**config.mk**
```make
export PLATFORM = sky130hd
export DESIGN_NAME = reloc_guard
export DESIGN_NICKNAME = d
export VERILOG_FILES = /design/src/rtl/rg_pkg.sv /design/src/rtl/rg_regfile.sv /design/src/rtl/rg_xlate.sv /design/src/rtl/rg_outstage.sv /design/src/rtl/reloc_guard.sv
export SDC_FILE = /design/constraint.sdc
export NUM_CORES = 1
export LEC_CHECK = 0
export ABC_AREA = 0
export BUFFER_PORTS_ARGS = -buffer_cell sky130_fd_sc_hd__buf_2
export CORE_ASPECT_RATIO = 1.4
export CORE_MARGIN = 5
export CORE_UTILIZATION = 54
export CTS_CLUSTER_DIAMETER = 50
export DETAILED_ROUTE_END_ITERATION = 16
export PLACE_DENSITY = 0.79
export SLEW_MARGIN = 25
export SYNTH_ARGS = -nofsm -noshare
export SYNTH_HDL_FRONTEND = slang
export SYNTH_SLANG_ARGS = --single-unit
```
**constraint.sdc**
```tcl
create_clock -name clk -period 7.09 [get_ports clk]
set_input_delay 0 -clock clk [delete_from_list [all_inputs] [get_ports clk]]
set_output_delay 0 -clock clk [all_outputs]
set_load 0.05 [all_outputs]
```
**src/rtl/rg_pkg.sv**
```systemverilog
// Package: shared definitions for the relocation and limit protection unit.
// Assumes: none.
package rg_pkg;
    // Selector values on the configuration port.
    typedef enum logic {
        SEL_BASE  = 1'b0,
        SEL_LIMIT = 1'b1
    } rg_sel_e;

    // Outcome of a single accepted processor request.
    typedef enum logic [1:0] {
        OUT_NONE  = 2'd0,
        OUT_FWD   = 2'd1,
        OUT_TRAP  = 2'd2
    } rg_outcome_e;
endpackage

```
**src/rtl/rg_regfile.sv**
```systemverilog
// Module: holds the relocation (base) and limit registers and enforces
// privileged loads. An unprivileged load is dropped and reported by a
// one-cycle fault pulse.
// Assumes: synchronous active-low reset; cfg_sel follows rg_pkg::rg_sel_e.
module rg_regfile #(
    parameter int AW = 16
) (
    input  logic          clk,
    input  logic          rst_n,
    input  logic          cfg_valid,
    input  logic          cfg_priv,
    input  logic          cfg_sel,
    input  logic [AW-1:0] cfg_data,
    output logic [AW-1:0] base_o,
    output logic [AW-1:0] limit_o,
    output logic          fault_o
);
    import rg_pkg::*;

    logic          wr_ok;
    logic          wr_bad;
    logic [AW-1:0] base_q;
    logic [AW-1:0] limit_q;
    logic          fault_q;

    // Qualify the write strobe by privilege.
    always_comb begin
        wr_ok  = cfg_valid &&  cfg_priv;
        wr_bad = cfg_valid && !cfg_priv;
    end

    // Load the base or the limit register on a privileged write.
    always_ff @(posedge clk) begin
        if (!rst_n) begin
            base_q  <= '0;
            limit_q <= '0;
        end else if (wr_ok) begin
            if (rg_sel_e'(cfg_sel) == SEL_BASE) base_q  <= cfg_data;
            else                                 limit_q <= cfg_data;
        end
    end

    // Register the privilege-fault pulse.
    always_ff @(posedge clk) begin
        if (!rst_n) fault_q <= 1'b0;
        else        fault_q <= wr_bad;
    end

    assign base_o  = base_q;
    assign limit_o = limit_q;
    assign fault_o = fault_q;
endmodule

```
**src/rtl/rg_xlate.sv**
```systemverilog
// Module: combinational check and relocation of one logical address.
// User requests are compared strictly against the limit and offset by the
// base. Supervisor requests pass through unchanged.
// Assumes: PW = AW + 1 so the sum keeps its carry.
module rg_xlate #(
    parameter int AW = 16,
    parameter int PW = AW + 1
) (
    input  logic          priv_i,
    input  logic [AW-1:0] addr_i,
    input  logic [AW-1:0] base_i,
    input  logic [AW-1:0] limit_i,
    output logic          legal_o,
    output logic [PW-1:0] phys_o
);
    localparam int EXT = PW - AW;

    logic          in_range;
    logic [PW-1:0] sum;

    // Compare against the limit and form the relocated address.
    always_comb begin
        in_range = addr_i < limit_i;
        sum      = {{EXT{1'b0}}, addr_i} + {{EXT{1'b0}}, base_i};
    end

    // Choose between pass-through and relocation by privilege.
    always_comb begin
        if (priv_i) begin
            legal_o = 1'b1;
            phys_o  = {{EXT{1'b0}}, addr_i};
        end else begin
            legal_o = in_range;
            phys_o  = sum;
        end
    end
endmodule

```
**src/rtl/rg_outstage.sv**
```systemverilog
// Module: output register toward memory plus the trap pulse. It accepts a
// request when empty or when memory takes the held request this cycle.
// Assumes: the upstream result is valid in the same cycle as in_valid.
module rg_outstage #(
    parameter int AW = 16,
    parameter int PW = AW + 1
) (
    input  logic          clk,
    input  logic          rst_n,
    input  logic          in_valid,
    output logic          in_ready,
    input  logic          in_legal,
    input  logic [PW-1:0] in_phys,
    input  logic          in_we,
    input  logic [AW-1:0] in_laddr,
    output logic          mem_valid,
    input  logic          mem_ready,
    output logic [PW-1:0] mem_addr,
    output logic          mem_we,
    output logic          trap_valid,
    output logic [AW-1:0] trap_addr
);
    import rg_pkg::*;

    logic          full_q;
    logic [PW-1:0] addr_q;
    logic          we_q;
    logic          trap_q;
    logic [AW-1:0] taddr_q;
    logic          take;
    rg_outcome_e   outcome;

    // Decide whether to accept and what the accepted request produces.
    always_comb begin
        in_ready = !full_q || mem_ready;
        take     = in_valid && in_ready;
        if (!take)         outcome = OUT_NONE;
        else if (in_legal) outcome = OUT_FWD;
        else               outcome = OUT_TRAP;
    end

    // Track occupancy of the memory-side register.
    always_ff @(posedge clk) begin
        if (!rst_n)                  full_q <= 1'b0;
        else if (outcome == OUT_FWD) full_q <= 1'b1;
        else if (mem_ready)          full_q <= 1'b0;
    end

    // Capture address and write flag of a forwarded request.
    always_ff @(posedge clk) begin
        if (!rst_n) begin
            addr_q <= '0;
            we_q   <= 1'b0;
        end else if (outcome == OUT_FWD) begin
            addr_q <= in_phys;
            we_q   <= in_we;
        end
    end

    // Raise a one-cycle trap with the offending logical address.
    always_ff @(posedge clk) begin
        if (!rst_n) begin
            trap_q  <= 1'b0;
            taddr_q <= '0;
        end else begin
            trap_q <= (outcome == OUT_TRAP);
            if (outcome == OUT_TRAP) taddr_q <= in_laddr;
        end
    end

    assign mem_valid  = full_q;
    assign mem_addr   = addr_q;
    assign mem_we     = we_q;
    assign trap_valid = trap_q;
    assign trap_addr  = taddr_q;
endmodule

```
**src/rtl/reloc_guard.sv**
```systemverilog
// Module: relocation and limit protection unit between processor and memory.
// User requests are checked against the limit and relocated by the base.
// Supervisor requests bypass both. The result appears one clock after
// acceptance.
// Assumes: synchronous active-low reset; one request in flight at a time.
module reloc_guard #(
    parameter int AW = 16,
    parameter int PW = AW + 1
) (
    input  logic          clk,
    input  logic          rst_n,
    input  logic          cfg_valid,
    input  logic          cfg_priv,
    input  logic          cfg_sel,
    input  logic [AW-1:0] cfg_data,
    output logic          cfg_fault,
    input  logic          cpu_req_valid,
    output logic          cpu_req_ready,
    input  logic [AW-1:0] cpu_req_addr,
    input  logic          cpu_req_we,
    input  logic          cpu_req_priv,
    output logic          mem_req_valid,
    input  logic          mem_req_ready,
    output logic [PW-1:0] mem_req_addr,
    output logic          mem_req_we,
    output logic          trap_valid,
    output logic [AW-1:0] trap_addr
);
    logic [AW-1:0] base_q;
    logic [AW-1:0] limit_q;
    logic          legal;
    logic [PW-1:0] phys;

    rg_regfile #(.AW(AW)) regs_i (
        .clk      (clk),
        .rst_n    (rst_n),
        .cfg_valid(cfg_valid),
        .cfg_priv (cfg_priv),
        .cfg_sel  (cfg_sel),
        .cfg_data (cfg_data),
        .base_o   (base_q),
        .limit_o  (limit_q),
        .fault_o  (cfg_fault)
    );

    rg_xlate #(.AW(AW), .PW(PW)) xlate_i (
        .priv_i (cpu_req_priv),
        .addr_i (cpu_req_addr),
        .base_i (base_q),
        .limit_i(limit_q),
        .legal_o(legal),
        .phys_o (phys)
    );

    rg_outstage #(.AW(AW), .PW(PW)) out_i (
        .clk       (clk),
        .rst_n     (rst_n),
        .in_valid  (cpu_req_valid),
        .in_ready  (cpu_req_ready),
        .in_legal  (legal),
        .in_phys   (phys),
        .in_we     (cpu_req_we),
        .in_laddr  (cpu_req_addr),
        .mem_valid (mem_req_valid),
        .mem_ready (mem_req_ready),
        .mem_addr  (mem_req_addr),
        .mem_we    (mem_req_we),
        .trap_valid(trap_valid),
        .trap_addr (trap_addr)
    );
endmodule

```
==> results of run 1 <==
[layout by cell type (no fill, tap or decap), drive strengths merged, types with 2 or more instances in the layout]
master / Yosys / routed
xnor2: 8 / 8
nand2b: 5 / 5
a311oi: 2 / 2
nand3b: 2 / 2
and3: 2 / 2
clkbuf: 19 / 10
nand2: 78 / 78
a211oi: 7 / 7
a21o: 6 / 6
nor2b: 3 / 3
xor2: 5 / 5
dlygate4sd3: 0 / 35
o31ai: 2 / 2
nand3: 5 / 5
nand4: 6 / 6
inv: 20 / 19
a21oi: 61 / 61
mux2i: 25 / 25
a31oi: 3 / 3
o21bai: 2 / 2
o21ai: 19 / 19
clkinvlp: 0 / 3
o21a: 4 / 4
o211ai: 4 / 4
nor2: 41 / 41
clkinv: 0 / 3
ha: 31 / 31
buf: 5 / 80
dfxtp: 69 / 69
[power by group through the flow]
stage                     clock network, mW  registers, mW  logic, mW
after floorplan                           0          0.488      0.112
after global placement                    0          0.430      0.223
after detailed placement                  0          0.431      0.227
after CTS                             0.325          0.422      0.243
after global routing                  0.342          0.425      0.265
final                                 0.319          0.422      0.244
[state kept, by name, summed over array words and instances (netlist names)]
register / count
regs_i.limit_o: 16
regs_i.fault_o: 1
out_i.mem_valid: 1
out_i.mem_we: 1
regs_i.base_o: 16
out_i.mem_addr: 17
out_i.trap_addr: 16
out_i.trap_valid: 1
[layer usage]
metal,track usage (%),vias to the layer above,routed length (um)
met1,27.35,1589,4023
met2,38.80,78,4743
li1,-,1776,-
met5,0,-,0
met4,9.662,0,196
met3,4.583,11,436
[metrics by stage]
step / hold WS (ns) / power, mW / setup WS (ns) / util, % / cell area, um2
CTS: 0.009863 / 0.9901 / 4.276 / 70.38 / 4684
finish: 0.01984 / 0.9849 / 4.418 / 70.60 / 4700
global route: 0.01768 / 1.031 / 4.225 / 70.60 / 4700
floorplan: 0.07151 / 0.6002 / 4.765 / - / 3715
detailed placement: 0.2054 / 0.6580 / 4.287 / 62.11 / 4134
global placement: 0.1965 / 0.6531 / 4.354 / 62.11 / 4134
[repair_timing]
action,in CTS,in global routing
gates resized for setup,0,0
hold buffers,35,0
hold endpoints to repair,51,0
[final timing paths]
path | start | slack, ns | cells past startpoint | to
worst max-delay path | cpu_req_addr[7] | 4.42 | 11 | out_i.trap_addr[11]$_SDFFE_PN0N_
worst min-delay path | rst_n | 0.02 | 2 | out_i.mem_addr[16]$_SDFFE_PN0N_
worst max register to register | regs_i.limit_o[7]$_SDFFE_PN0P_ | 4.43 | 10 | out_i.trap_addr[11]$_SDFFE_PN0N_
worst min register to register | regs_i.limit_o[4]$_SDFFE_PN0P_ | 0.46 | 2 | regs_i.limit_o[4]$_SDFFE_PN0P_
[worst max-delay path, stage by stage]
cell,delay [ns]
dlygate4sd3_1,0.53
buf_2,0.16
ha_1,0.32
a21oi_1,0.13
nand2_1,0.09
a2111oi_2,0.40
nor4_1,0.14
o31ai_4,0.58
buf_6,0.25
mux2i_1,0.23
nor2_1,0.05
[cell type report]
type                       count  share of cell area [%]
tap                           92                   2.449
clock inverter                 6                   1.331
sequential                    69                   29.39
clock buffer                  10                   2.929
inverter                      20                   1.624
timing repair buffer         115                   16.16
multi-input combinational    337                   46.11
[kinds of logic (layout without fill, tap and decap cells)]
group,count (synthesis),in the layout,synth area share [%]
and+or+nand+nor,147,147,16.71
AOI/OAI and AO/OA,120,120,20.41
DFF,69,69,37.18
buffers and inverters,44,151,4.917
adders and majority gates,32,32,10.98
muxes,25,25,6.736
xor gates and xnor gates,13,13,3.065
==> results.md, run 1 <==
- Clk buf depth: 2
- RSZ-0062 raised after global routing: false
- Initial Util: around 56%
- Die ar.: 8662 um2
- Global-route wire length before repair: approximately 15000 um
- Inst Count DP: roughly 600
- Initial antenna violation count: 0
- Vias per cell: 5.322
- Gr usage total: approximately 23%
- Post-synthesis sequential element count: just under 70
- Ports: 79
- LEAKAGE: between 2 and 2.5 nW
- Setup Fix Bufs, Post-CTS: 0
- Final period utilization: 37.68%
- Top-count cell post-synth: nand2_1
- Clock latency on the worst-skew pair: approximately 0.35 ns
- Int Power: 0.6664 mW
- Clock-pin slew on the worst setup and hold paths: 0.07 ns
- Final setup vio count: 0
- NetSw: 0.3185 mW
- Wire length per cell: between 10 and 15 um
- Syn Nets: about 520
- Slew headroom: 47.27%
- Switching share of power: approximately a third
- Crit path kind: primary input to register
- YS warnings: 0
- Detail Route Antenna Nets: 0
- Seq/Total Area, Yosys: a little under two fifths
- Top cells by count, synth: nand2_1, dfxtp_1, a21oi_1
- Layout cell share with drive strength beyond 1: between 10% and 20%
- Cell taking the most area after synthesis: dfxtp_1
- Synth top area share: a little under two fifths
- Clk sink count: 69
- CP Data Required Time: 7.30 ns
- Tightest Pin Transition: roughly 0.79 ns
- Pins over their slew limit: 0
- TNS Setup: 0 ns
- Final #Nets: roughly 630
- CTS tree: done
- Port Buffers: around 80
- P&R area growth vs syn: 26.51%
- Core area: 6656 um2
- GRT overflow: 0
- Detailed placement HPWL: 6919 um
- Power Density: about 210 nW/um2
- Top area cells in the synthesized netlist: dfxtp_1, ha_1, a21oi_1
- Die X: 80.10 um
- Vias post-DR: around 3500
- Post-synth ARST share: 0%
- Post-Syn Instances: 450
- Sequential share of power: a little over two fifths
- Startpoint Class: primary input
- VDD IR max: between 100 and 150 uV
- Post-Route WL: between 9000 and 10000 um
- Largest net degree at the start of global routing: 60
- Vias in the first global route: about 3300
- Worst Hold Class: primary input to register
- MaxCap Viol Count: 0
- Syn Std Cell Area: around 3700 um2
- Routability congestion estimate: between 0.8 and 0.9
- Worst path arrival time: approximately 2.9 ns
- EDFF count, synth: 0
- Chip Height: about 110 um
- Final clock skew: roughly 0.0083 ns
- Worst setup EP type: register
- Htree depth: 3
- Combinational power share: roughly a quarter
- Ys flop type: dfxtp_1
- Synth Area per Inst: around 8.3 um2
- # diodes: 0
- Clk Tree Root Cell: clkbuf_8
- Fin. Hold Viols: 0
- CTS Buf Count: 9
- Reg area: 1381 um2
- DRT iter0 DRCs: between 200 and 250
- Clock network power share: 32.4%
- Period minus WS final: 2.672 ns
- Fin cells: 649
- Worst-path fanout max: 10
- Area occupied by multi-input gates: 2167 um2
- Row count: 35
- Fill cell count: between 500 and 600
- Drt first pass iters: 4
- Yosys cell types: 46
- Status: complete, no violations
- Fmax: roughly 370 MHz
- DRC violations left: 0
Power figures use the tool's default switching activity.
==> inputs of run 2 (changes only) <==
Settings changed: CORE_UTILIZATION 54 to 49, PLACE_DENSITY 0.79 to 0.76.
Clock period 7.09 ns to 2.4 ns, I/O delays scaled along.
==> results.md, run 2 (synthesized netlist as in run 1, its figures left out) <==
- Status: finished, violations left
- Violated checks: negative setup slack
- Buf/Inv on CP: 3
- Pins over their slew limit: 0
- RR Endpoint: out_i.mem_addr[1]$_SDFFE_PN0N_
- GRT overflow: 0
- Slew headroom: roughly 33%
- Final period utilization: 100.2%
- Clk buf depth: 2
- Vias in the first global route: roughly 3500
- Clk sink count: slightly below 70
- Initial Util: about half
- Top cell family by delay on the critical path: compound AO/OA/AOI/OAI gates
- Worst R2R Setup Slack: -0.004 ns
- P&R area growth vs syn: 34.39%
- Global-route wire length before repair: around 17000 um
- Worst setup EP type: register
- Worst path slowest cell: a2111oi_4
- Hold EP: out_i.trap_addr[6]$_SDFFE_PN0N_
- Tightest Pin Transition: about 1.0 ns
- Core area: roughly 7400 um2
- Die X: around 84 um
- Clock-pin slew on the worst setup and hold paths: 0.07 ns
- Fin. Hold Viols: 0
- FF-to-FF path depth: 10
- Chip Height: approximately 110 um
- Commonest cells after routing, fill and taps aside: nand2_1, buf_2, dfxtp_1
- Final #Nets: about 640
- RSZ-0062 raised after global routing: true
- Clock latency on the worst-skew pair: 0.35 ns
- Worst Hold Class: primary input to register
- Max stage delay on crit path: around 0.39 ns
- Worst path arrival time: around 2.7 ns
- Layout cell share with drive strength beyond 1: between 20% and 30%
- Final worst-path setup slack: -0.003618 ns
- Initial antenna violation count: 0
- DRC violations left: 0
- CP Data Required Time: between 2 and 3 ns
- Row count: 37
- Startpoint Class: register
- CTS tree: done
- Detailed placement HPWL: between 7000 and 8000 um
- Final setup vio count: 1
- Flip-flop count of the largest register after layout: 17
- Port Buffers: 78
- Ports: a little under 80
- Vias post-DR: between 3000 and 4000
- Worst reg2reg startpoint: regs_i.limit_o[1]$_SDFFE_PN0P_
- Htree depth: 3
- Placement Setup Slack: -0.01896 ns
- CTS Buf Count: 9
- LEAKAGE: around 2.2 nW
- Fmax: ~420 MHz
- Routability congestion estimate: ~0.94
- Power Density: approximately 600 nW/um2
- Worst-path cell chain: inv_2, ha_4, a211o_1, a2111oi_4, nor2_2, o41ai_4, buf_6, clkbuf_16, nor2_1, a211oi_2
- Hold Path Cell Cnt: 3
- Fill cell count: ~570
- Wire length per cell: around 15 um
- Gr usage total: between 20% and 30%
- Detail Route Antenna Nets: 0
- Clk Tree Root Cell: clkbuf_8
- Period minus WS final: 2.404 ns
- Tot Pwr: 2.987 mW
- Worst-path fanout max: 9
- Crit path kind: register to register
- Vias per cell: about 5.4
- Hold Startpoint: cpu_req_addr[6]
- DRT iter0 DRCs: roughly 150
- # diodes: 0
- Post-Route WL: 10310 um
- Drt first pass iters: 4
- VDD IR max: ~400 uV
- Die ar.: between 9000 and 10000 um2
- MaxCap Viol Count: 0
- Final clock skew: ~0.0052 ns
- Largest net degree at the start of global routing: 60
run 2: worst register-to-register path, cell delays in order, from the launching register on:
cell and delay, ns:
dfxtp_2 0.33, inv_2 0.05, ha_4 0.22, a211o_1 0.32, a2111oi_4 0.39, nor2_2 0.09, o41ai_4 0.29, buf_6 0.21
clkbuf_16 0.18, nor2_1 0.05, a211oi_2 0.20
run 2: through the flow:
stage | hold slack (ns) | utilization (%) | TNS (ns) | cell area, um2 | instances
global placement | 0.1924 | 57.33 | 0 | 4220 | 611
finish | 0.01902 | 67.82 | -0.003618 | 4992 | 671
floorplan | 0.07151 | - | 0 | 3715 | 450
detailed placement | 0.1991 | 57.33 | -0.04640 | 4220 | 611
CTS | 0.01617 | 65.94 | 0 | 4853 | 668
global route | 0.03490 | 67.82 | -2.714 | 4992 | 671
run 2: timing repair:
| action | 4_1_cts | 5_1_grt |
|---|---|---|
| hold buffers | 37 | 0 |
| gates cloned | 2 | 2 |
| pin swaps | 3 | 9 |
| endpoints found under the hold margin | 52 | 0 |
| buffers inserted | 3 | 2 |
| endpoints found under the setup margin | 4 | 35 |
| resized for setup | 3 | 25 |
run 2: layout make-up:
cell class                      instances  area (um2)  share of cell area, %
Clock buffer                           10       127.6                  2.556
Clock inverter                          5       52.55                  1.053
Inverter                               20       75.07                  1.504
Multi-Input combinational cell        337        2242                  44.91
Sequential cell                        69        1383                  27.69
Tap cell                               97       121.4                  2.431
Timing Repair Buffer                  133       991.0                  19.85
run 2: metal layers:
metal	vias up	part of all wire [%]	global-route usage, %
met5	-	0	0
met4	0	2.6	9.442
li1	1800	-	-
met2	104	50	36.17
met1	1692	42	26.22
met3	24	5.1	4.734
run 2: worst max path at each step:
stage,startpoint,slack (ns),cells past startpoint,end
2_1_floorplan,out_i.mem_valid$_SDFFE_PN0P_,0.08,8,out_i.trap_addr[10]$_SDFFE_PN0N_
3_3_place_gp,regs_i.limit_o[7]$_SDFFE_PN0P_,0.05,10,out_i.mem_we$_SDFFE_PN0N_
3_5_place_dp,regs_i.limit_o[7]$_SDFFE_PN0P_,-0.02,10,out_i.mem_addr[7]$_SDFFE_PN0N_
4_1_cts,regs_i.limit_o[7]$_SDFFE_PN0P_,0.003,11,out_i.mem_addr[7]$_SDFFE_PN0N_
5_1_grt,regs_i.limit_o[1]$_SDFFE_PN0P_,-0.13,10,out_i.mem_addr[7]$_SDFFE_PN0N_
6_report,regs_i.limit_o[1]$_SDFFE_PN0P_,-0.004,10,out_i.mem_addr[1]$_SDFFE_PN0N_
run 2: where the power goes:
part	internal [mW]	switching (mW)	total (mW)
clock network	0.468	0.426	0.894
logic	0.328	0.512	0.840
registers	1.21	0.0393	1.25
==> inputs of run 3 (changes only) <==
Settings changed: SKIP_CTS_REPAIR_TIMING set to 1, SLEW_MARGIN 25 to unset.
==> results.md, run 3 (synthesized netlist as in run 1, its figures left out) <==
- Met2 Usage GRT: around a third
- Htree depth: 3
- CTS tree: done
- Period minus WS final: ~2.4 ns
- GRT overflow: 0
- Wire length per cell: about 15 um
- CP Data Required Time: approximately 2.6 ns
- Clk buf depth: 2
- Detail Route Antenna Nets: 0
- Detailed placement HPWL: 7206 um
- Ports: 79
- Vias per cell: roughly 5.4
- Final worst-path setup slack: -0.01791 ns
- Die X: around 84 um
- RSZ-0062 raised after global routing: true
- Clk sink count: just under 70
- Met3 Use GR: 4.734%
- Vias post-DR: around 3600
- Violated checks: negative hold slack, negative setup slack
- Fill cell count: 603
- DRC violations left: 0
- Clock-pin slew on the worst setup and hold paths: roughly 0.07 ns
- # diodes: 0
- Worst setup EP type: register
- Tot Pwr: 2.967 mW
- Tightest Pin Transition: about 1 ns
- Post-Route WL: a little over 10000 um
- Core Util, Final: between 60 and 70%
- Worst hold slack: -0.02939 ns
- Final setup vio count: 2
- Most Crowded Layer GR: met2
- Crit path kind: register to register
- Initial Util: roughly half
- Commonest cells after routing, fill and taps aside: nand2_1, buf_2, dfxtp_1
- Worst reg2reg startpoint: regs_i.limit_o[1]$_SDFFE_PN0P_
- Placement Setup Slack: -0.01896 ns
- Buf/Inv on CP: 3
- Power Density: ~610 nW/um2
- Fmax: 413.6 MHz
- Worst path slowest cell: o41ai_4
- Worst Hold Class: primary input to register
- Fin. Hold Viols: 4
- Final period utilization: 100.7%
- Flip-flop count of the largest register after layout: 17
- Drt first pass iters: 5
- Global-route wire length before repair: 15460 um
- Layout cell share with drive strength beyond 1: a little under a quarter
- Final clock skew: between 0.005 and 0.006 ns
- Slew headroom: 31.44%
- Initial antenna violation count: 0
- Routability congestion estimate: 0.9378
- Status: finished, violations left
- Worst-path cell chain: inv_2, ha_4, a211o_1, a2111oi_4, nor2_2, o41ai_4, buf_6, buf_12, mux2i_1, nor2_1
- LEAKAGE: 2.191 nW
- Reg area: between 1000 and 1500 um2
- Largest net degree at the start of global routing: 60
- Worst R2R Setup Slack: -0.02 ns
- Port Buffers: between 70 and 80
- DRT iter0 DRCs: 115
- Final #Nets: roughly 630
- Clk Tree Root Cell: clkbuf_8
- Worst-path fanout max: 5
- Pins over their slew limit: 0
- Area occupied by multi-input gates: 2236 um2
- Row count: 37
- Gr usage total: around a fifth
- Chip Height: 113.0 um
- CTS Buf Count: 9
- Vias in the first global route: 3330
- Met1 Use GR: approximately 25%
- Crit path launch: regs_i.limit_o[1]$_SDFFE_PN0P_
- P&R area growth vs syn: 31.36%
- Startpoint Class: register
- Die ar.: around 9400 um2
- Clock latency on the worst-skew pair: roughly 0.35 ns
- Top cell family by delay on the critical path: compound AO/OA/AOI/OAI gates
- Hold Startpoint: cpu_req_addr[15]
- Worst path arrival time: about 2.6 ns
- MaxCap Viol Count: 0
- Core area: between 7000 and 8000 um2
- Max stage delay on crit path: around 0.36 ns
- VDD IR max: between 300 and 400 uV
## run 3: per-layer routing
layer  part of all wire [%]  vias to the layer above
met5                      0                        -
met4                    2.6                        0
met3                    5.5                       23
met2                     50                      124
met1                     42                     1661
li1                       -                     1783
## run 3: final cells by class
cell class | instances | area share (%)
tap | 97 | 2.487
inverter | 20 | 1.590
clock inverter | 5 | 1.077
multi-input combinational | 337 | 45.82
timing repair buffer | 123 | 18.08
clock buffer | 10 | 2.615
sequential | 69 | 28.33
## run 3: per-stage QoR
step	cells	hold slack (ns)	setup TNS, ns	cell area (um2)
after floorplan	450	0.07151	0	3715
after global placement	611	0.1924	0	4220
after detailed placement	611	0.1991	-0.04640	4220
after CTS	626	-0.1798	-0.09731	4400
after global routing	661	-0.001892	-0.9488	4880
final	661	-0.02939	-0.02887	4880
## run 3: worst paths after layout
kind	cells past startpoint	endpoint
worst max-delay path	10	out_i.mem_addr[7]$_SDFFE_PN0N_
worst min-delay path	3	out_i.trap_addr[15]$_SDFFE_PN0N_
worst max register to register	10	out_i.mem_addr[7]$_SDFFE_PN0N_
worst min register to register	2	regs_i.limit_o[7]$_SDFFE_PN0P_
## run 3: power by group
part	internal [mW]	leakage, nW	switching [mW]	total, mW
Clock	0.468	0.0919	0.424	0.893
Combinational	0.314	1.53	0.508	0.822
Sequential	1.21	0.564	0.0383	1.25
Total	2.00	2.19	0.971	2.97
## run 3: worst register-to-register path, cell delays in order, from the launching register on
cell       delay [ns]
dfxtp_2          0.33
inv_2            0.05
ha_4             0.22
a211o_1          0.32
a2111oi_4        0.33
nor2_2           0.09
o41ai_4          0.36
buf_6            0.18
buf_12           0.12
mux2i_1          0.21
nor2_1           0.06
